--- src/rtl/uart_rx_store_pkg.sv ---
// Shared constants and types for the UART receive buffer.
// Assumes byte-wide serial data and a four-bit error status.
package uart_rx_store_pkg;
    localparam int BYTE_W = 8;
    localparam int ERR_W  = 4;
    localparam int CTL_W  = 3;

    // Control word bit positions
    localparam int CTL_FIFO_EN  = 0;
    localparam int CTL_RX_FLUSH = 1;
    localparam int CTL_TX_FLUSH = 2;

    // Error status, packed so bit 0 is overrun and bit 3 is break
    typedef struct packed {
        logic brk;
        logic frm;
        logic par;
        logic ovr;
    } err_flags_t;
endpackage

--- src/rtl/rxs_fifo.sv ---
// Circular byte FIFO with an occupancy counter.
// Assumes DEPTH >= 2. Flush wins over push and pop. A push into a full
// FIFO is accepted only if a pop of a stored entry occurs in the same cycle.
module rxs_fifo #(
    parameter int DEPTH = 16,
    parameter int W     = 8,
    localparam int PTR_W = $clog2(DEPTH),
    localparam int CNT_W = $clog2(DEPTH + 1)
) (
    input  logic             clk,
    input  logic             rst_n,
    input  logic             flush_i,
    input  logic             push_i,
    input  logic [W-1:0]     data_i,
    input  logic             pop_i,
    output logic [W-1:0]     head_o,
    output logic [CNT_W-1:0] count_o,
    output logic             full_o,
    output logic             empty_o,
    output logic             drop_o
);
    logic [W-1:0]     slot_q [DEPTH];
    logic [PTR_W-1:0] wptr_q, rptr_q;
    logic [CNT_W-1:0] cnt_q;
    logic             pop_ok, push_ok;

    function automatic logic [PTR_W-1:0] ptr_inc(input logic [PTR_W-1:0] p);
        return (p == PTR_W'(DEPTH - 1)) ? '0 : p + 1'b1;
    endfunction

    assign full_o  = (cnt_q == CNT_W'(DEPTH));
    assign empty_o = (cnt_q == '0);
    assign pop_ok  = pop_i && !empty_o && !flush_i;
    assign push_ok = push_i && !flush_i && (!full_o || pop_ok);
    assign drop_o  = push_i && !flush_i && full_o && !pop_ok;
    assign head_o  = slot_q[rptr_q];
    assign count_o = cnt_q;

    // Storage write: data slots carry no reset
    always_ff @(posedge clk) begin
        if (push_ok) slot_q[wptr_q] <= data_i;
    end

    // Pointer and occupancy update
    always_ff @(posedge clk) begin
        if (!rst_n || flush_i) begin
            wptr_q <= '0;
            rptr_q <= '0;
            cnt_q  <= '0;
        end else begin
            if (push_ok) wptr_q <= ptr_inc(wptr_q);
            if (pop_ok)  rptr_q <= ptr_inc(rptr_q);
            if (push_ok && !pop_ok)      cnt_q <= cnt_q + 1'b1;
            else if (pop_ok && !push_ok) cnt_q <= cnt_q - 1'b1;
        end
    end


    push_pop_hold_chk: assert property (@(posedge clk) disable iff (!rst_n)
        (push_i && pop_i && !empty_o && !flush_i) |=> (count_o == $past(count_o)));

    full_drop_chk: assert property (@(posedge clk) disable iff (!rst_n)
        (push_i && full_o && !pop_i && !flush_i) |=> full_o);

    flush_empty_chk: assert property (@(posedge clk) disable iff (!rst_n)
        flush_i |=> empty_o);

    no_overflow_chk: assert property (@(posedge clk) disable iff (!rst_n)
        count_o <= CNT_W'(DEPTH));
endmodule

--- src/rtl/rxs_errstat.sv ---
// Sticky receive error status with clear-on-read.
// Assumes the read strobe lasts one cycle; bits set in the clearing cycle stay.
module rxs_errstat
    import uart_rx_store_pkg::*;
(
    input  logic       clk,
    input  logic       rst_n,
    input  err_flags_t set_i,
    input  logic       clr_i,
    output err_flags_t stat_o
);
    err_flags_t stat_q;

    // Accumulate new flags over the old value, or over zero after a read
    always_ff @(posedge clk) begin
        if (!rst_n) stat_q <= '0;
        else        stat_q <= (clr_i ? err_flags_t'('0) : stat_q) | set_i;
    end

    assign stat_o = stat_q;


    clear_on_read_chk: assert property (@(posedge clk) disable iff (!rst_n)
        (clr_i && set_i == '0) |=> (stat_o == '0));

    break_sticky_chk: assert property (@(posedge clk) disable iff (!rst_n)
        set_i.brk |=> stat_o.brk);
endmodule

--- src/rtl/uart_rx_store.sv ---
// Receive-side storage of a UART: FIFO or single holding register,
// packed FIFO status, clear-on-read error status, data-ready flag and
// event pulses for an interrupt unit. Assumes one-cycle read and write
// strobes from an external bus decode and DEPTH <= 256.
module uart_rx_store
    import uart_rx_store_pkg::*;
#(
    parameter int DEPTH = 16,
    localparam int CNT_W = $clog2(DEPTH + 1)
) (
    input  logic              clk,
    input  logic              rst_n,
    input  logic              ctl_wr,
    input  logic [CTL_W-1:0]  ctl_wdata,
    output logic [CTL_W-1:0]  ctl_rdata,
    output logic              tx_flush,
    input  logic              rx_valid,
    input  logic [BYTE_W-1:0] rx_data,
    input  logic              rx_par_err,
    input  logic              rx_frm_err,
    input  logic              rx_break,
    input  logic              data_rd,
    output logic [BYTE_W-1:0] data_rdata,
    input  logic              err_rd,
    output logic [ERR_W-1:0]  err_rdata,
    input  logic [7:0]        tx_level,
    input  logic              tx_full,
    output logic [31:0]       fifo_status,
    output logic              data_ready,
    output logic              rx_evt,
    output logic              err_evt
);
    logic              fifo_en_q, tx_flush_q, rdy_q, rx_evt_q, err_evt_q;
    logic [BYTE_W-1:0] hold_q;
    logic              push_en, rx_flush, fifo_push, fifo_pop, empty_rd;
    logic [BYTE_W-1:0] push_byte, fifo_head;
    logic [CNT_W-1:0]  fifo_cnt;
    logic              fifo_full, fifo_empty, fifo_drop;
    err_flags_t        err_set, err_stat;

    assign push_en   = rx_valid || rx_break;
    assign push_byte = rx_break ? '0 : rx_data;
    assign rx_flush  = ctl_wr && ctl_wdata[CTL_RX_FLUSH];
    assign fifo_push = fifo_en_q && push_en;
    assign fifo_pop  = fifo_en_q && data_rd;
    assign empty_rd  = fifo_en_q && data_rd && fifo_empty;

    rxs_fifo #(.DEPTH(DEPTH), .W(BYTE_W)) u_fifo (
        .clk    (clk),
        .rst_n  (rst_n),
        .flush_i(rx_flush),
        .push_i (fifo_push),
        .data_i (push_byte),
        .pop_i  (fifo_pop),
        .head_o (fifo_head),
        .count_o(fifo_cnt),
        .full_o (fifo_full),
        .empty_o(fifo_empty),
        .drop_o (fifo_drop)
    );

    // Gather error flags raised this cycle
    always_comb begin
        err_set     = '0;
        err_set.ovr = fifo_drop;
        err_set.par = rx_valid && !rx_break && rx_par_err;
        err_set.frm = rx_valid && !rx_break && rx_frm_err;
        err_set.brk = rx_break;
    end

    rxs_errstat u_err (
        .clk   (clk),
        .rst_n (rst_n),
        .set_i (err_set),
        .clr_i (err_rd),
        .stat_o(err_stat)
    );

    // Control bit storage and the transmit flush pulse
    always_ff @(posedge clk) begin
        if (!rst_n) begin
            fifo_en_q  <= 1'b0;
            tx_flush_q <= 1'b0;
        end else begin
            if (ctl_wr) fifo_en_q <= ctl_wdata[CTL_FIFO_EN];
            tx_flush_q <= ctl_wr && ctl_wdata[CTL_TX_FLUSH];
        end
    end

    // Holding register for non-FIFO mode
    always_ff @(posedge clk) begin
        if (!rst_n)                      hold_q <= '0;
        else if (!fifo_en_q && push_en)  hold_q <= push_byte;
    end

    // Data-ready flag: set on arrival, cleared by draining read or flush
    always_ff @(posedge clk) begin
        if (!rst_n) begin
            rdy_q <= 1'b0;
        end else if (rx_flush) begin
            rdy_q <= 1'b0;
        end else if (push_en) begin
            rdy_q <= 1'b1;
        end else if (fifo_en_q) begin
            if (data_rd && fifo_cnt == CNT_W'(1)) rdy_q <= 1'b0;
        end else if (data_rd) begin
            rdy_q <= 1'b0;
        end
    end

    // Event pulses for the interrupt unit
    always_ff @(posedge clk) begin
        if (!rst_n) begin
            rx_evt_q  <= 1'b0;
            err_evt_q <= 1'b0;
        end else begin
            rx_evt_q  <= push_en;
            err_evt_q <= fifo_drop || empty_rd || err_set.par || err_set.frm;
        end
    end

    // Status word packing; count reads zero when full
    always_comb begin
        fifo_status        = '0;
        fifo_status[7:0]   = fifo_full ? 8'd0 : 8'(fifo_cnt);
        fifo_status[8]     = fifo_full;
        fifo_status[9]     = |err_stat;
        fifo_status[23:16] = tx_level;
        fifo_status[24]    = tx_full;
    end

    assign data_rdata = fifo_en_q ? (fifo_empty ? '0 : fifo_head) : hold_q;
    assign err_rdata  = err_stat;
    assign ctl_rdata  = {2'b00, fifo_en_q};
    assign tx_flush   = tx_flush_q;
    assign data_ready = rdy_q;
    assign rx_evt     = rx_evt_q;
    assign err_evt    = err_evt_q;


    rx_evt_follow_chk: assert property (@(posedge clk) disable iff (!rst_n)
        push_en |=> rx_evt);

    last_read_clears_chk: assert property (@(posedge clk) disable iff (!rst_n)
        (fifo_en_q && data_rd && fifo_cnt == CNT_W'(1) && !push_en && !rx_flush)
        |=> !data_ready);

    empty_read_err_chk: assert property (@(posedge clk) disable iff (!rst_n)
        empty_rd |=> err_evt);

    hold_read_clears_chk: assert property (@(posedge clk) disable iff (!rst_n)
        (!fifo_en_q && data_rd && !push_en) |=> !data_ready);

    tx_flush_pulse_chk: assert property (@(posedge clk) disable iff (!rst_n)
        tx_flush |=> !tx_flush || $past(ctl_wr));
endmodule

--- config.mk ---
export PLATFORM = sky130hd
export DESIGN_NAME = uart_rx_store
export DESIGN_NICKNAME = d
export VERILOG_FILES = /design/src/rtl/uart_rx_store_pkg.sv /design/src/rtl/rxs_fifo.sv /design/src/rtl/rxs_errstat.sv /design/src/rtl/uart_rx_store.sv
export SDC_FILE = /design/constraint.sdc
export NUM_CORES = 1
export LEC_CHECK = 0
export BUFFER_PORTS_ARGS = -buffer_cell sky130_fd_sc_hd__buf_2
export CAP_MARGIN = 25
export CORE_MARGIN = 1
export CORE_UTILIZATION = 52
export DETAILED_ROUTE_END_ITERATION = 8
export GPL_TIMING_DRIVEN = 0
export PLACE_DENSITY = 0.75
export RECOVER_POWER = 100
export SYNTH_ARGS = -nofsm -noshare
export SYNTH_HDL_FRONTEND = slang
export SYNTH_SLANG_ARGS = --single-unit
--- constraint.sdc ---
create_clock -name clk -period 2.5 [get_ports clk]
set_input_delay 0.375 -clock clk [delete_from_list [all_inputs] [get_ports clk]]
set_output_delay 0.375 -clock clk [all_outputs]
set_load 0.03 [all_outputs]
-- After elaboration in Yosys (flattened, before gate mapping)
Memories as Yosys holds them, arrays and structs flattened. A register that Yosys moved wholly into a read port is not among the register bits.
Index checks and enable logic that the tools add are counted.
Widths: inputs -> output; s select.
- add/subtract/negate cells: 4
- bitwise operators: 2
- reductions and logical operators: 38
- eq/ne operators: 5
- mux-type cells: 17
- operators by type and width (operator ; number):
    $mux 8 ; 3
    $mux 4 ; 5
    $logic_and 1x1->1 ; 18
    $mux 5 ; 3
    $add 4x1->4 const B ; 2
    $eq 4x4->1 const B ; 2
    $logic_not 1->1 ; 8
    $logic_or 1x1->1 ; 6
    $mux 1 ; 6
    $add 5x1->5 const B ; 1
    $eq 5x1->1 const B ; 1
    $eq 5x5->1 const B ; 1
    $logic_not 5->1 ; 1
    $sub 5x1->5 const B ; 1
    $or 4x4->4 ; 1
    $reduce_or 4->1 ; 1
    $ne 3x1->1 const B ; 1
    $reduce_bool 3->1 ; 1
    $reduce_and 2->1 ; 1
    $reduce_bool 2->1 ; 1
    $reduce_or 2->1 ; 1
    $not 1->1 ; 1
- input port bits: 29
- flip-flop bits (word level): 30
- output and inout port bits: 51
- logic and storage cells: 80
- bits in writable memories: 128
- memories kept: 1
- memory list (name ; depth ; bits a word ; read ports ; clocked after Yosys merged registers in ; wr ports ; line ; text):
    u_fifo.slot_q ; 16 ; 8 ; 1 ; 1 ; 1 ; rxs_fifo.sv:22 ; logic [W-1:0] slot_q [DEPTH];

-- Longest topological paths before layout
- depth in word-level cells: 10
- depth in mapped cells: 11

-- By module
A second synthesis with hierarchy kept.
- cells, all modules: 449
- area, all modules: 6926.6 um^2
- modules (own cells, without submodules) (module ; cells each ; area an instance (um^2) ; instances):
    rxs_fifo ; 317 ; 5825.6 ; 1
    uart_rx_store ; 120 ; 965.9 ; 1
    rxs_errstat ; 12 ; 135.1 ; 1

-- Worst setup path before layout
Ideal clock, no wire load.
- path kind: reg-to-reg
- start point: register u_fifo.cnt_q[0], in the netlist u_fifo.count_o[0]
- end point: register u_fifo.cnt_q[4], in the netlist u_fifo.count_o[4]
- setup slack: 0.045 ns
- arrival: 2.328 ns
- required time: 2.373 ns
- stages on the path, launching flop included: 11
- clock period less this slack: 2.455 ns
- library setup time: 0.127 ns
- cells stage by stage: dfxtp_1 -> inv_1 -> ha_1 -> nor4b_4 -> nor3b_4 -> inv_1 -> ha_1 -> or4b_1 -> a21oi_2 -> xnor2_1 -> nor2_2
- longest elaborated chain between the ends: 9
- RTL lines (item ; line ; text):
    start: declaration ; rxs_fifo.sv:24 ; logic [CNT_W-1:0] cnt_q;
    start signal: assignment ; rxs_fifo.sv:53 ; if (push_ok && !pop_ok) cnt_q <= cnt_q + 1'b1;
    start signal: assignment ; rxs_fifo.sv:54 ; else if (pop_ok && !push_ok) cnt_q <= cnt_q - 1'b1;
    parallel branches: the longest is 9 deep, another holds $sub 5x1->5 ; n/a ;
Parallel ways; which one is timed is not known. The select of a mux whose other input is x is not followed.
A chain may end at the register's enable or synchronous reset.

-- Worst setup path after layout
- start point: register u_fifo.cnt_q[0], in the netlist u_fifo.count_o[0]
- end point: output data_rdata[3]
- longest elaborated chain between the ends: 3
- RTL lines (item ; line ; text):
    $logic_not 5->1 ; rxs_fifo.sv:32 ; assign empty_o = (cnt_q == '0);
    $mux 8 (2 in series) ; uart_rx_store.sv:132 ; assign data_rdata = fifo_en_q ? (fifo_empty ? '0 : fifo_head) : hold_q;
    end: declaration ; uart_rx_store.sv:23 ; output logic [BYTE_W-1:0] data_rdata,
Every way passes these cells.

==> results.toml <==
[final_layout]
layout.nets = 618
n_antenna_cell = 0
regArea_um2 = 4530
postLayoutCellArea_um2 = 8450
multi_input_area_um2 = 2280
finalCoreUtilization_pct = 65.9
fill_cells = 905
syn2layout_area_growth_pct = 21.3
drive_above_1_share_pct = 28.2

[critical_path]
cp_slowest_cell = "nor4b_4"
r2r_slack_ns = 0
cp-start-kind = "flop"
cp-end-kind = "output port"
max_stage_delay_ns = 0.43
r2r.worst_path.cells = 11
r2r-start = "u_fifo.count_o[0]$_SDFFE_PP0P_"
startpoint = "u_fifo.count_o[0]$_SDFFE_PP0P_"
worst_ep_arrival_time_ns = 2.16
crit_path_max_fanout = 8
critPathKind = "flop to output port"
rr_endpoint = "u_fifo.count_o[4]$_SDFFE_PP0P_"
worstPathRequired_ns = 2.12
crit_chain = "inv_4 -> ha_4 -> nor4b_4 -> buf_4 -> nor3_4 -> buf_12 -> nand3_1 -> nand3_2 -> buf_6"

[place]
gp_congestion = 0.814
hpwl_um = 10100
postPlaceCellArea_um2 = 7540
dp_slack_ns = -0.284
io_buffers = 51

[timing]
setup_ws_ns = -0.0314
min_period_ns = 2.53
tightest_slew_ns = 1.05
clock_skew_ns = 0.00467
rsz0062_at_grt = "true"
setup_viol = 6
fmax_ghz = 0.395
finalCritPeriodShare_pct = 101
relSlewSlack_pct = 29.8
drv_slew = 0
hold_violations = 0

[logic_synthesis]
ys_seq_elements = 162
synth_edf_count = 128
syn-instance-count = 474
ys_seq_area_share_pct = 65.0
yosysWarnings = 0
avgSynthCellArea_um2 = 14.7
yosysUniqueCellTypes = 55
synth_area_leader_cell = "edfxtp_1"
ys_top_cells_by_count = "edfxtp_1, mux2i_1, dfxtp_1"
syn-cell-area_um2 = 6960
synth_top_area_share_pct = 55.2
synthArstFlopShare_pct = 0
yosys_most_used_dff = "edfxtp_1"
yosysMostFrequentCell = "edfxtp_1"
synthTopCellsByArea = "edfxtp_1, dfxtp_1, mux2i_1, mux4_2, a22oi_1"

[global_routing]
overflow = 0
antenna_found_initial = 0
global_route.usage.met3_pct = 6.78
grt.total_usage_pct = 22.4
first_global_vias = 4221
grtUsageMet1_pct = 28.4
grt_pass1_wl_um = 22600
grt_max_degree = 17
grt-busiest-layer = "met2"
grtUsageMet2_pct = 36.1

[pwr]
peakVddDrop_mv = 0.409
powerDensity_nw_per_um2 = 720
p_leak_nw = 3.00

[cts]
cts_buffers = 17
clk_pin_slew_worst_paths_ns = 0.06
tritoncts = "done"
clkSinkCount = 162
clk_latency_ns = 0.42
clock-root-buffer = "clkbuf_16"
hold_buffers = 0
cts_buffer_depth = 2
ctsHtreeMaxLevel = 4

[die]
core-area_um2 = 12800
ios = 80
die_y_um = 118
initial_core_util_pct = 54.3
std_cell_rows = 41
dieArea_um2 = 13900
die-width_um = 118

[drt]
viasPerCell = 5.59
drt_iter0_drc = 414
remaining_drc_errors = 0
wl_um = 15000
wl_per_cell_um = 19.6
vias = 4273
antenna_left = 0
firstDrtPassIters = 5

[run]
cap_violations = 0

[min_path]
hp-start = "ctl_wdata[2]"
holdPathEnd = "tx_flush$_SDFF_PN0_"
whs_path_depth = 2
hold_path_class = "input port to flop"

[outcome]
violations = "negative setup slack"
status = "complete, but fails checks"
metal layers:
metal  vias up  share of wire [%]
met4         0                2.3
met2       147                 50
met5         -                  0
met3        28                5.4
li1       1967                  -
met1      2131                 42
cells by family after synthesis:
group,count (synthesis),share of synthesized area (%)
flops,162,65.0
simple gates,121,10.5
buf+inv,63,5.57
compound gates,60,6.09
mux,53,10.5
fa+ha+maj,10,1.80
xor+xnor,4,0.503
other cells,1,0.0539
power by group:
group          switching (mW)  leakage (nW)  total (mW)  internal [mW]
sequential             0.0141          1.44        2.94           2.93
clock                   0.964         0.300        2.72           1.76
combinational           0.269          1.26       0.423          0.154
total                    1.25          3.00        6.08           4.84
cell usage in the layout, fill, tap and decap left out, drive strengths merged, types with 2 or more instances in the layout:
| cell | synthesis | final |
|---|---|---|
| edfxtp | 128 | 128 |
| buf | 43 | 84 |
| clkbuf | 10 | 58 |
| mux2i | 37 | 37 |
| dfxtp | 34 | 34 |
| a22oi | 32 | 32 |
| nor2b | 25 | 25 |
| nand3 | 21 | 21 |
| conb | 1 | 18 |
| nor2 | 17 | 17 |
| nand2 | 16 | 16 |
| mux4 | 16 | 16 |
| a21oi | 13 | 13 |
| and2 | 11 | 11 |
| ha | 10 | 10 |
| inv | 10 | 10 |
| and3 | 6 | 6 |
| clkinv | 0 | 6 |
| and4 | 5 | 5 |
| bufinv | 0 | 5 |
| o21ai | 5 | 5 |
| nor3 | 4 | 4 |
| a21boi | 2 | 2 |
| or4 | 2 | 2 |
| or3 | 2 | 2 |
| nand4 | 2 | 2 |
| xnor2 | 2 | 2 |
| xor2 | 2 | 2 |
| nor4b | 2 | 2 |
| nor3b | 2 | 2 |
metrics by stage:
stage | hold slack (ns) | cells | power, mW | setup TNS, ns
CTS | 0.176 | 761 | 6.10 | -0.00949
global placement | 0.468 | 714 | 3.35 | -4.81
global route | 0.179 | 764 | 6.23 | -4.00
finish | 0.190 | 764 | 6.08 | -0.108
floorplan | 0.493 | 491 | 3.26 | 0
detailed placement | 0.486 | 719 | 3.37 | -0.568
worst max-delay path: cells and delay by family, from the launching register on:
kind	cells	cell delay, ns
fa+ha+maj	1	0.14
buf+inv	4	0.59
flops	1	0.36
simple gates	4	0.65
registers in the layout, summed over array words and instances, names as in the netlist, named ones only:
| name | count |
|---|---|
| u_fifo.slot_q | 128 |
| hold_q | 8 |
| u_fifo.count_o | 5 |
| u_err.stat_o | 4 |
| u_fifo.rptr_q | 4 |
| u_fifo.wptr_q | 4 |
| data_ready | 1 |
| err_evt | 1 |
| fifo_en_q | 1 |
| rx_evt | 1 |
| tx_flush | 1 |
cell type report:
cell class	instances	area share (%)
flip-flops and latches	162	53.6
multi-input cells	266	26.9
inverters	10	0.474
clock buffers	20	5.17
repair buffers	70	4.80
clock inverters	12	2.22
plain buffers	52	4.24
well taps	172	2.55
repair_timing:
| item | CTS | global route |
|---|---|---|
| buffers inserted | 11 | 2 |
| resized for setup | 45 | 12 |
| endpoints found under the setup margin | 35 | 10 |
| hold endpoints to repair | 0 | 0 |
| pin swaps | 14 | 4 |
how the worst max path moves through the flow:
stage / to / slack (ns)
finish: data_rdata[3] / -0.03
global route: data_rdata[5] / -0.14
CTS: data_rdata[6] / -0.003
detailed placement: u_fifo.count_o[4]$_SDFFE_PP0P_ / -0.28
global placement: u_fifo.slot_q[3][4]$_DFFE_PP_ / -0.55
floorplan: u_fifo.count_o[4]$_SDFFE_PP0P_ / 0.04
(Power assumes the default switching activity.)
